--- config.mk ---
export PLATFORM = sky130hd
export DESIGN_NAME = rsp_word_extractor
export DESIGN_NICKNAME = d
export VERILOG_FILES = /design/src/rtl/rwx_pkg.sv /design/src/rtl/rwx_crc16.sv /design/src/rtl/rwx_scan_window.sv /design/src/rtl/rwx_word_pack.sv /design/src/rtl/rsp_word_extractor.sv
export SDC_FILE = /design/constraint.sdc
export NUM_CORES = 1
export LEC_CHECK = 0
export BUFFER_PORTS_ARGS = -buffer_cell sky130_fd_sc_hd__clkbuf_2
export CAP_MARGIN = 20
export CORE_MARGIN = 10
export CORE_UTILIZATION = 56
export CTS_CLUSTER_DIAMETER = 80
export DETAILED_ROUTE_END_ITERATION = 16
export PLACE_DENSITY = 0.82
export SLEW_MARGIN = 40
export SYNTH_ARGS = -nofsm -noshare
export SYNTH_HDL_FRONTEND = slang
export SYNTH_SLANG_ARGS = --single-unit
--- constraint.sdc ---
create_clock -name clk -period 2.3 [get_ports clk]
set_input_delay 0.345 -clock clk [delete_from_list [all_inputs] [get_ports clk]]
set_output_delay 0.345 -clock clk [all_outputs]
set_load 0.05 [all_outputs]
--- src/rtl/rwx_pkg.sv ---
// Shared types for the read response extractor.
// Assumes: one transaction at a time; states and causes are fixed encodings.
package rwx_pkg;

    typedef enum logic [2:0] {
        ST_IDLE,
        ST_ECHO,
        ST_STAT,
        ST_SCAN,
        ST_DATA,
        ST_CRCH,
        ST_CRCL
    } rwx_state_e;

    typedef enum logic [1:0] {
        CAUSE_NONE    = 2'd0,
        CAUSE_HDR     = 2'd1,
        CAUSE_NOSTART = 2'd2,
        CAUSE_CRC     = 2'd3
    } rwx_cause_e;

    localparam logic [7:0] STATUS_GOOD = 8'h00;
    localparam logic [3:0] MARKER_TAG  = 4'hF;

endpackage

--- src/rtl/rwx_crc16.sv ---
// Serial CRC-16 over bytes, MSB first, one byte per step.
// Assumes: clear_i reloads the seed and takes priority over step_i.
module rwx_crc16 #(
    parameter logic [15:0] POLY = 16'h1021,
    parameter logic [15:0] SEED = 16'hFFFF
) (
    input  logic        clk,
    input  logic        rst_n,
    input  logic        clear_i,
    input  logic        step_i,
    input  logic [7:0]  byte_i,
    output logic [15:0] crc_o
);

    logic [15:0] crc_q;
    logic [15:0] crc_next;

    // Fold one byte into the register, eight shifts deep.
    always_comb begin
        crc_next = crc_q;
        for (int i = 7; i >= 0; i--) begin
            if (crc_next[15] ^ byte_i[i]) begin
                crc_next = {crc_next[14:0], 1'b0} ^ POLY;
            end else begin
                crc_next = {crc_next[14:0], 1'b0};
            end
        end
    end

    // Hold the running remainder; reload at reset or transaction start.
    always_ff @(posedge clk) begin
        if (!rst_n || clear_i) begin
            crc_q <= SEED;
        end else if (step_i) begin
            crc_q <= crc_next;
        end
    end

    assign crc_o = crc_q;

endmodule

--- src/rtl/rwx_scan_window.sv ---
// Counts filler slots while searching for the start marker.
// Assumes: step_i is raised only for bytes inside the search window.
module rwx_scan_window #(
    parameter int          WIN = 8,
    parameter logic [3:0]  TAG = 4'hF
) (
    input  logic       clk,
    input  logic       rst_n,
    input  logic       clear_i,
    input  logic       step_i,
    input  logic [3:0] tag_i,
    output logic       hit_o,
    output logic       last_o
);

    localparam int CW = $clog2(WIN + 1);

    logic [CW-1:0] slot_q;

    // Slot index of the byte under test; saturates at the final slot.
    always_ff @(posedge clk) begin
        if (!rst_n || clear_i) begin
            slot_q <= '0;
        end else if (step_i && !last_o) begin
            slot_q <= slot_q + CW'(1);
        end
    end

    assign hit_o  = (tag_i == TAG);
    assign last_o = (slot_q == CW'(WIN - 1));

endmodule

--- src/rtl/rwx_word_pack.sv ---
// Assembles a word from bytes, first byte into the least significant lane.
// Assumes: step_i is raised once per payload byte.
module rwx_word_pack #(
    parameter int NBYTES = 4
) (
    input  logic                  clk,
    input  logic                  rst_n,
    input  logic                  clear_i,
    input  logic                  step_i,
    input  logic [7:0]            byte_i,
    output logic [8*NBYTES-1:0]   word_o,
    output logic                  last_o
);

    localparam int W  = 8 * NBYTES;
    localparam int CW = $clog2(NBYTES + 1);

    logic [W-1:0]  word_q;
    logic [CW-1:0] cnt_q;

    // Shift each byte in from the top so the first lands at bits 7:0.
    always_ff @(posedge clk) begin
        if (!rst_n || clear_i) begin
            word_q <= '0;
        end else if (step_i) begin
            word_q <= {byte_i, word_q[W-1:8]};
        end
    end

    // Count payload bytes taken so far.
    always_ff @(posedge clk) begin
        if (!rst_n || clear_i) begin
            cnt_q <= '0;
        end else if (step_i) begin
            cnt_q <= cnt_q + CW'(1);
        end
    end

    assign word_o = word_q;
    assign last_o = (cnt_q == CW'(NBYTES - 1));

endmodule

--- src/rtl/rsp_word_extractor.sv ---
// Parses a single-word read response: echo, status, filler scan,
// payload, optional CRC-16 trailer. Reports word, done pulse and cause.
// Assumes: start_i is a one-cycle pulse; modes are steady while it is high.
module rsp_word_extractor
    import rwx_pkg::*;
#(
    parameter int          WORD_BYTES = 4,
    parameter int          SCAN_WIN   = 8,
    parameter logic [15:0] CRC_POLY   = 16'h1021,
    parameter logic [15:0] CRC_SEED   = 16'hFFFF
) (
    input  logic                    clk,
    input  logic                    rst_n,
    input  logic                    start_i,
    input  logic [7:0]              opcode_i,
    input  logic                    relaxed_i,
    input  logic                    crc_en_i,
    input  logic                    byte_vld_i,
    input  logic [7:0]              byte_i,
    output logic [8*WORD_BYTES-1:0] word_o,
    output logic                    done_o,
    output logic                    err_o,
    output logic [1:0]              err_cause_o
);

    rwx_state_e state_q;
    rwx_cause_e cause_q;
    logic [7:0] op_q;
    logic       relaxed_q;
    logic       chk_crc_q;
    logic       crc_hi_ok_q;
    logic       done_q;
    logic       busy;
    logic       take;

    logic        scan_step, scan_hit, scan_last;
    logic        data_step, data_last;
    logic [15:0] crc_val;

    assign busy      = (state_q != ST_IDLE);
    assign take      = busy && byte_vld_i && !start_i;
    assign scan_step = take && (state_q == ST_SCAN);
    assign data_step = take && (state_q == ST_DATA);

    rwx_scan_window #(
        .WIN (SCAN_WIN),
        .TAG (MARKER_TAG)
    ) u_scan (
        .clk     (clk),
        .rst_n   (rst_n),
        .clear_i (start_i),
        .step_i  (scan_step),
        .tag_i   (byte_i[7:4]),
        .hit_o   (scan_hit),
        .last_o  (scan_last)
    );

    rwx_word_pack #(
        .NBYTES (WORD_BYTES)
    ) u_pack (
        .clk     (clk),
        .rst_n   (rst_n),
        .clear_i (start_i),
        .step_i  (data_step),
        .byte_i  (byte_i),
        .word_o  (word_o),
        .last_o  (data_last)
    );

    rwx_crc16 #(
        .POLY (CRC_POLY),
        .SEED (CRC_SEED)
    ) u_crc (
        .clk     (clk),
        .rst_n   (rst_n),
        .clear_i (start_i),
        .step_i  (data_step),
        .byte_i  (byte_i),
        .crc_o   (crc_val)
    );

    // Latch the per-transaction modes at the start pulse.
    always_ff @(posedge clk) begin
        if (!rst_n) begin
            op_q      <= '0;
            relaxed_q <= 1'b0;
            chk_crc_q <= 1'b0;
        end else if (start_i) begin
            op_q      <= opcode_i;
            relaxed_q <= relaxed_i;
            chk_crc_q <= crc_en_i && !relaxed_i;
        end
    end

    // Walk the response byte by byte and close with a done pulse.
    always_ff @(posedge clk) begin
        if (!rst_n) begin
            state_q     <= ST_IDLE;
            cause_q     <= CAUSE_NONE;
            done_q      <= 1'b0;
            crc_hi_ok_q <= 1'b0;
        end else if (start_i) begin
            state_q     <= ST_ECHO;
            cause_q     <= CAUSE_NONE;
            done_q      <= 1'b0;
            crc_hi_ok_q <= 1'b0;
        end else begin
            done_q <= 1'b0;
            if (take) begin
                unique case (state_q)
                    ST_ECHO: begin
                        if (!relaxed_q && byte_i != op_q) begin
                            cause_q <= CAUSE_HDR;
                            done_q  <= 1'b1;
                            state_q <= ST_IDLE;
                        end else begin
                            state_q <= ST_STAT;
                        end
                    end
                    ST_STAT: begin
                        if (!relaxed_q && byte_i != STATUS_GOOD) begin
                            cause_q <= CAUSE_HDR;
                            done_q  <= 1'b1;
                            state_q <= ST_IDLE;
                        end else begin
                            state_q <= ST_SCAN;
                        end
                    end
                    ST_SCAN: begin
                        if (scan_hit) begin
                            state_q <= ST_DATA;
                        end else if (scan_last) begin
                            cause_q <= CAUSE_NOSTART;
                            done_q  <= 1'b1;
                            state_q <= ST_IDLE;
                        end
                    end
                    ST_DATA: begin
                        if (data_last) begin
                            if (chk_crc_q) begin
                                state_q <= ST_CRCH;
                            end else begin
                                done_q  <= 1'b1;
                                state_q <= ST_IDLE;
                            end
                        end
                    end
                    ST_CRCH: begin
                        crc_hi_ok_q <= (byte_i == crc_val[15:8]);
                        state_q     <= ST_CRCL;
                    end
                    ST_CRCL: begin
                        if (!(crc_hi_ok_q && byte_i == crc_val[7:0])) begin
                            cause_q <= CAUSE_CRC;
                        end
                        done_q  <= 1'b1;
                        state_q <= ST_IDLE;
                    end
                    default: state_q <= ST_IDLE;
                endcase
            end
        end
    end

    assign done_o      = done_q;
    assign err_o       = (cause_q != CAUSE_NONE);
    assign err_cause_o = cause_q;

endmodule

==> results.json, run 1 <==
{
  "fillers": 478,
  "start_kind": "flop",
  "hp-start": "opcode_i[1]",
  "drc": 0,
  "worstSkewPairLatency_ns": 0.34,
  "hpwl_um": 5480,
  "worst_clock_skew_ns": 0.00680,
  "hold_ws_ns": 0.264,
  "p_int_uw": 1990,
  "clock-sinks": 72,
  "final_cells": 521,
  "path_cells": "nand2b_1 -> nor4b_4 -> nand4_1 -> xor2_1 -> nor2_1",
  "max-clock-path-buffers": 2,
  "crit_arrival_ns": 2.11,
  "fin_tns_setup_ns": 0,
  "cap_violations": 0,
  "p_switching_uw": 615,
  "root_buffer": "clkbuf_8",
  "worstSetupStartpoint": "state_q[1]$_SDFFE_PP0P_",
  "initial_core_util": 0.580,
  "cts_resized": 0,
  "wl_per_cell_um": 14.9,
  "end_kind": "flop",
  "drtAntennaViolNets": 0,
  "grt_first_pass_wirelength_um": 12700,
  "period_share": 0.824,
  "synth_nets": 423,
  "coreArea_mm2": 0.00592,
  "place_congestion": 0.884,
  "die-height_um": 98.3,
  "synth.distinct_cells": 46,
  "crit_type": "flop to flop",
  "die-area_mm2": 0.00967,
  "grt-ovfl-total": 0,
  "cts_max_level": 3,
  "slew_headroom": 0.599,
  "path_max_fanout": 17,
  "area_growth_pct": 15.0,
  "p_comb_frac": 0.076,
  "dr.pass1.iters": 4,
  "seq_area_frac_synth": 0.420,
  "peakVddDrop_uv": 464,
  "nets": 466,
  "holdBufCountCts": 0,
  "num_vias": 2783,
  "setup-violations-final": 0,
  "worstReg2RegStart": "state_q[1]$_SDFFE_PP0P_",
  "dp.cells": 505,
  "synth_warnings": 0,
  "grt_setup_unrepaired": "no",
  "cts_buffers": 9,
  "postSynthCellCount": 398,
  "power.density_mw_per_mm2": 658,
  "cts_tree": "built",
  "mostFrequentLayoutCell": "nand2_1",
  "post-route-util": 0.667,
  "initialDrtViolationCount": 200,
  "cp.required_ns": 2.51,
  "drt-total-wl_um": 7740,
  "synthFlopType": "dfxtp_1",
  "finalWorstPathRequiredPeriod_ns": 1.90,
  "p_clk_frac": 0.435,
  "vias_per_cell": 5.34,
  "slew_viol_final": 0,
  "fmax_ghz": 0.527,
  "antenna_found_initial": 0,
  "worst_slew_pin_slew_ns": 0.600,
  "path_clk_slew_ns": 0.08,
  "ys_seq_elements": 72,
  "switching_share": 0.237,
  "grt_pass1_vias": 2618,
  "power_frac_seq": 0.489,
  "grtUsageTotal": 0.155,
  "synth_edf_count": 0,
  "status": "completed",
  "critical-path-top-delay-family": "simple AND/OR/NAND/NOR gates",
  "layout_common_cells": "nand2_1, dfxtp_1, clkbuf_2, a21oi_1, xor2_1",
  "syn_area_per_cell_um2": 8.63,
  "hold_path.class": "input port to flop",
  "die_x_um": 98.3,
  "cts_setup_buffers": 0,
  "crit_path_top_delay_cell": "dfxtp_1",
  "cp.buffers_inverters": 0,
  "io_pins": 58,
  "power_leakage_uw": 0.00158,
  "grt_max_degree": 62,
  "rows": 28,
  "max_stage_delay_ns": 0.71,
  "ys_async_sr_fraction": 0,
  "drive_gt1_frac": 0.215,
  "antennaDiodeCount": 0,
  "hold_violations": 0,
  "portBuffers": 57,
  "syn_area_mm2": 0.00343
}
-- through the flow --
stage / total power [µW] / cell area (µm²) / setup slack, ns
floorplan: 1450 / 3430 / 0.568
global placement: 1490 / 3720 / 0.487
detailed placement: 1500 / 3720 / 0.434
CTS: 2620 / 3950 / 0.429
global route: 2690 / 3950 / 0.275
finish: 2600 / 3950 / 0.404
-- area by class of cell --
class,instances,area [µm²],share of cell area
multi-input cells,291,1820,0.462
clock buffers,10,138,0.0348
repair buffers,64,350,0.0887
clock inverters,6,91.3,0.0231
flip-flops and latches,72,1440,0.365
inverters,3,11.3,0.00285
well taps,75,93.8,0.0238
-- cells by family after synthesis --
logic type      Yosys count  share of synthesized area
simple gates            159                      0.227
compound gates           72                      0.132
flops                    72                      0.420
xor+xnor                 45                      0.123
buf+inv                  35                     0.0517
mux                      12                     0.0353
fa+ha+maj                 3                     0.0109
-- tightest hold or removal path: cells and delay by family --
kind | cells | cell delay, ns
simple gates | 1 | 0.09
buf+inv | 1 | 0.08
mux | 1 | 0.05
-- power by group through the flow --
| stage | logic [µW] | registers, µW | clock network, µW |
|---|---|---|---|
| floorplan | 159 | 1300 | 0 |
| global placement | 191 | 1300 | 0 |
| detailed placement | 196 | 1300 | 0 |
| CTS | 198 | 1270 | 1150 |
| global route | 214 | 1270 | 1200 |
| finish | 198 | 1270 | 1130 |
-- metal layers --
layer,share of wire,vias up,global-route usage
li1,-,1410,-
met1,0.43,1287,0.185
met2,0.50,72,0.248
met3,0.059,14,0.0479
met4,0.018,0,0.0739
met5,0,-,0
-- cells in the mapped netlist, drive strengths merged, types with 5 or more instances --
cell type,count,area share
nand2,96,0.10
nor3,6,0.010
a21oi,40,0.059
xor2,23,0.059
dfxtp,72,0.42
nor4,6,0.020
buf,21,0.036
nand3,7,0.010
clkbuf,11,0.012
o211ai,12,0.026
xnor2,22,0.065
nor2b,13,0.024
o21ai,5,0.0073
mux2i,11,0.032
nand2b,6,0.013
nor2,12,0.013
-- worst paths after layout --
check / end / slack, ns / depth (start not counted)
worst min-delay path: op_q[1]$_SDFFE_PN0P_ / 0.26 / 3
worst min register to register: u_pack.word_o[3]$_SDFFE_PP0P_ / 0.46 / 2
worst max-delay path: u_scan.slot_q[3]$_SDFFE_PP0P_ / 0.40 / 5
worst max register to register: u_scan.slot_q[3]$_SDFFE_PP0P_ / 0.40 / 5
-- registers in the layout, indices dropped and copies added (netlist names) --
signal,count
u_pack.word_o,32
u_crc.crc_o,16
op_q,8
u_scan.slot_q,4
state_q,3
u_pack.cnt_q,3
err_cause_o,2
chk_crc_q,1
crc_hi_ok_q,1
done_o,1
relaxed_q,1
Power figures use the tool's default switching activity.
==> inputs of run 2 (changes only) <==
--- a/config.mk
+++ b/config.mk
@@ -5,13 +5,14 @@
 export SDC_FILE = /design/constraint.sdc
 export NUM_CORES = 1
 export LEC_CHECK = 0
+export ABC_AREA = 1
 export BUFFER_PORTS_ARGS = -buffer_cell sky130_fd_sc_hd__clkbuf_2
 export CAP_MARGIN = 20
 export CORE_MARGIN = 10
-export CORE_UTILIZATION = 56
+export CORE_UTILIZATION = 50
 export CTS_CLUSTER_DIAMETER = 80
 export DETAILED_ROUTE_END_ITERATION = 16
-export PLACE_DENSITY = 0.82
+export PLACE_DENSITY = 0.77
 export SLEW_MARGIN = 40
 export SYNTH_ARGS = -nofsm -noshare
 export SYNTH_HDL_FRONTEND = slang
==> constraint.sdc (replaced) <==
create_clock -name clk -period 1.5 [get_ports clk]
set_input_delay 0.225 -clock clk [delete_from_list [all_inputs] [get_ports clk]]
set_output_delay 0.225 -clock clk [all_outputs]
set_load 0.05 [all_outputs]
==> run 2 against run 1 <==
Net effect:
- area after synthesis fell by 1.5%
- clock power rose by 38%
- final area rose by 6.3%
- combinational power rose by 59%
- die area rose by 8.2%
- global-route usage rose by 0.82 points
- power rose by 47%
- largest cell class unchanged
- largest power group unchanged
==> results.json, run 2 <==
{
  "hpwl_um": 6310,
  "met1_usage": 0.196,
  "drive_gt1_frac": 0.264,
  "cts_tree": "built",
  "p_comb_frac": 0.082,
  "slew_headroom": 0.714,
  "place_congestion": 0.933,
  "synthFlopType": "dfxtp_1",
  "critical-path-top-delay-family": "simple AND/OR/NAND/NOR gates",
  "die-height_um": 102,
  "grt-ovfl-total": 0,
  "r2r_slack_ns": 0.02,
  "cp.required_ns": 1.75,
  "crit_arrival_ns": 1.73,
  "worst_clock_skew_ns": 0.0110,
  "cts_buffers": 9,
  "wl_per_cell_um": 14.4,
  "switching_share": 0.249,
  "layout_common_cells": "nand2_1, dfxtp_1, a21oi_1, clkbuf_2, nor2_1",
  "num_vias": 3261,
  "p_int_uw": 2870,
  "synthTopCellsByArea": "dfxtp_1, nand2_1, a21oi_1",
  "cp.buffers_inverters": 0,
  "setup-violations-final": 0,
  "preCtsSetupSlack_ns": -0.0195,
  "use_met3": 0.0547,
  "grtUsageTotal": 0.163,
  "hold_path.class": "input port to flop",
  "syn_area_per_cell_um2": 7.32,
  "reg2reg_depth": 10,
  "status": "completed",
  "coreArea_mm2": 0.00646,
  "synth_warnings": 0,
  "hp-start": "opcode_i[1]",
  "synth.distinct_cells": 38,
  "worstReg2RegStart": "u_scan.slot_q[1]$_SDFFE_PP0P_",
  "min_path_cells": 3,
  "drtAntennaViolNets": 0,
  "clock-sinks": 72,
  "io_pins": 58,
  "synth_edf_count": 0,
  "drc": 0,
  "fin_ws_ns": 0.0203,
  "slew_viol_final": 0,
  "rows": 29,
  "ys_seq_elements": 72,
  "yosysTopAreaCell": "dfxtp_1",
  "worst_slew_pin_slew_ns": 0.428,
  "top_usage_layer": "met2",
  "nets": 554,
  "antennaDiodeCount": 0,
  "die-area_mm2": 0.0105,
  "crit_type": "flop to flop",
  "drt-total-wl_um": 8820,
  "grt_max_degree": 29,
  "area_growth_pct": 24.2,
  "finalWorstPathRequiredPeriod_ns": 1.48,
  "power_leakage_uw": 0.00177,
  "end_kind": "flop",
  "p_switching_uw": 952,
  "ys_async_sr_fraction": 0,
  "postSynthCellCount": 462,
  "peakVddDrop_uv": 862,
  "path_cells": "ha_4 -> nand3_2 -> nand2_2 -> nand3_1 -> nor2_1 -> nand2_1 -> nor2_4 -> nand3_2 -> nand2_1 -> nor2_1",
  "yosys-top-cells-count": "nand2_1, dfxtp_1, a21oi_1, nor2_1, inv_1",
  "grt_first_pass_wirelength_um": 13600,
  "path_clk_slew_ns": 0.08,
  "syn_area_mm2": 0.00338,
  "netlist.area_leader.share": 0.426,
  "path_max_fanout": 4,
  "mostFrequentLayoutCell": "nand2_1",
  "fmax_ghz": 0.676,
  "holdBufCountCts": 0,
  "dr.pass1.iters": 5,
  "seq_area_frac_synth": 0.426,
  "root_buffer": "clkbuf_8",
  "grtUsageMet2": 0.264,
  "largest_reg_flops": 32,
  "grt_pass1_vias": 3027,
  "vias_per_cell": 5.34,
  "start_kind": "flop",
  "hold_ws_ns": 0.0949,
  "power.density_mw_per_mm2": 909,
  "hold_violations": 0,
  "rr_endpoint": "err_cause_o[1]$_SDFFE_PP0P_",
  "hold_path_end": "op_q[1]$_SDFFE_PN0P_",
  "die_x_um": 102,
  "max_stage_delay_ns": 0.37,
  "power_frac_seq": 0.508,
  "p_clk_frac": 0.409,
  "max-clock-path-buffers": 2,
  "worstSkewPairLatency_ns": 0.35,
  "portBuffers": 57,
  "cts_max_level": 3,
  "post-route-util": 0.650,
  "period_share": 0.986,
  "initial_core_util": 0.524,
  "crit_path_top_delay_cell": "dfxtp_2",
  "initialDrtViolationCount": 201,
  "grt_setup_unrepaired": "yes",
  "antenna_found_initial": 0,
  "synth_nets": 487,
  "yosysMostFrequentCell": "nand2_1",
  "cap_violations": 0
}
==> run 2: changes by cell type after synthesis, moves of 6 or more <==
cell / previous run / this run
nor2_1: 12 / 33
o211ai_1: 12 / 3
mux2i_1: 11 / 0
xnor2_1: 18 / 12
o21ai_1: 3 / 25
nand3_1: 7 / 13
o21ai_0: 2 / 17
nand2_1: 96 / 117
inv_2: 0 / 8
buf_2: 16 / 6
xor2_1: 23 / 5
inv_1: 3 / 31
a21oi_1: 39 / 66
nor2b_1: 13 / 0
==> run 2: final cells by class <==
class                      count  area [µm²]
tap                           77        96.3
clock buffer                  12         145
clock inverter                 4        52.6
fill                         560        2260
inverter                      40         158
multi-input combinational    328        1780
timing repair buffer          78         518
sequential                    72        1460
==> run 2: cells by family after synthesis <==
group	Yosys count	share of synthesized area
AO/OA/AOI/OAI	115	0.176
flip-flops	72	0.426
XOR/XNOR	19	0.0570
buffers and inverters	62	0.0825
AND/OR/NAND/NOR	191	0.247
adder cells (fa/ha/maj)	3	0.0111
==> run 2: per-stage QoR <==
step	instance area, µm²	TNS [ns]	std cells	power [µW]
6_report	4200	0	611	3820
5_1_grt	4200	-0.242	611	3950
4_1_cts	3990	0	604	3810
3_5_place_dp	3790	-0.0316	588	2280
3_3_place_gp	3790	-0.000560	588	2270
2_1_floorplan	3380	0	462	2180
==> run 2: worst min-delay path, stage by stage <==
cell and delay, ns:
clkbuf_2 0.08, nor2_1 0.04, nor2_1 0.08
==> run 2: worst max-delay path by stage <==
| stage | start | to | depth (start not counted) |
|---|---|---|---|
| final | u_scan.slot_q[1]$_SDFFE_PP0P_ | err_cause_o[1]$_SDFFE_PP0P_ | 10 |
| after global routing | u_scan.slot_q[1]$_SDFFE_PP0P_ | err_cause_o[1]$_SDFFE_PP0P_ | 10 |
| after CTS | state_q[2]$_SDFFE_PP0P_ | err_cause_o[1]$_SDFFE_PP0P_ | 7 |
| after detailed placement | byte_i[5] | u_crc.crc_o[6]$_SDFFE_PP1P_ | 6 |
| after global placement | state_q[2]$_SDFFE_PP0P_ | err_cause_o[1]$_SDFFE_PP0P_ | 7 |
| after floorplan | u_scan.slot_q[0]$_SDFFE_PP0P_ | err_cause_o[1]$_SDFFE_PP0P_ | 10 |
==> run 2: layer usage <==
layer  up-vias  share of wire
li1       1638              -
met1      1494           0.43
met2       107           0.47
met3        22          0.084
met4         0          0.022
met5         -              0
==> run 2: power groups by stage <==
stage | combinational (µW) | sequential, µW | clock (µW)
CTS | 291 | 1940 | 1580
floorplan | 193 | 1990 | 0
global route | 348 | 1940 | 1660
global placement | 283 | 1990 | 0
detailed placement | 289 | 1990 | 0
finish | 315 | 1940 | 1560
==> run 2: repair_timing <==
action | 4_1_cts | 5_1_grt
pin swaps | 0 | 12
setup buffers | 0 | 6
gates resized for setup | 2 | 40
setup endpoints to repair | 1 | 44
cloned | 0 | 1
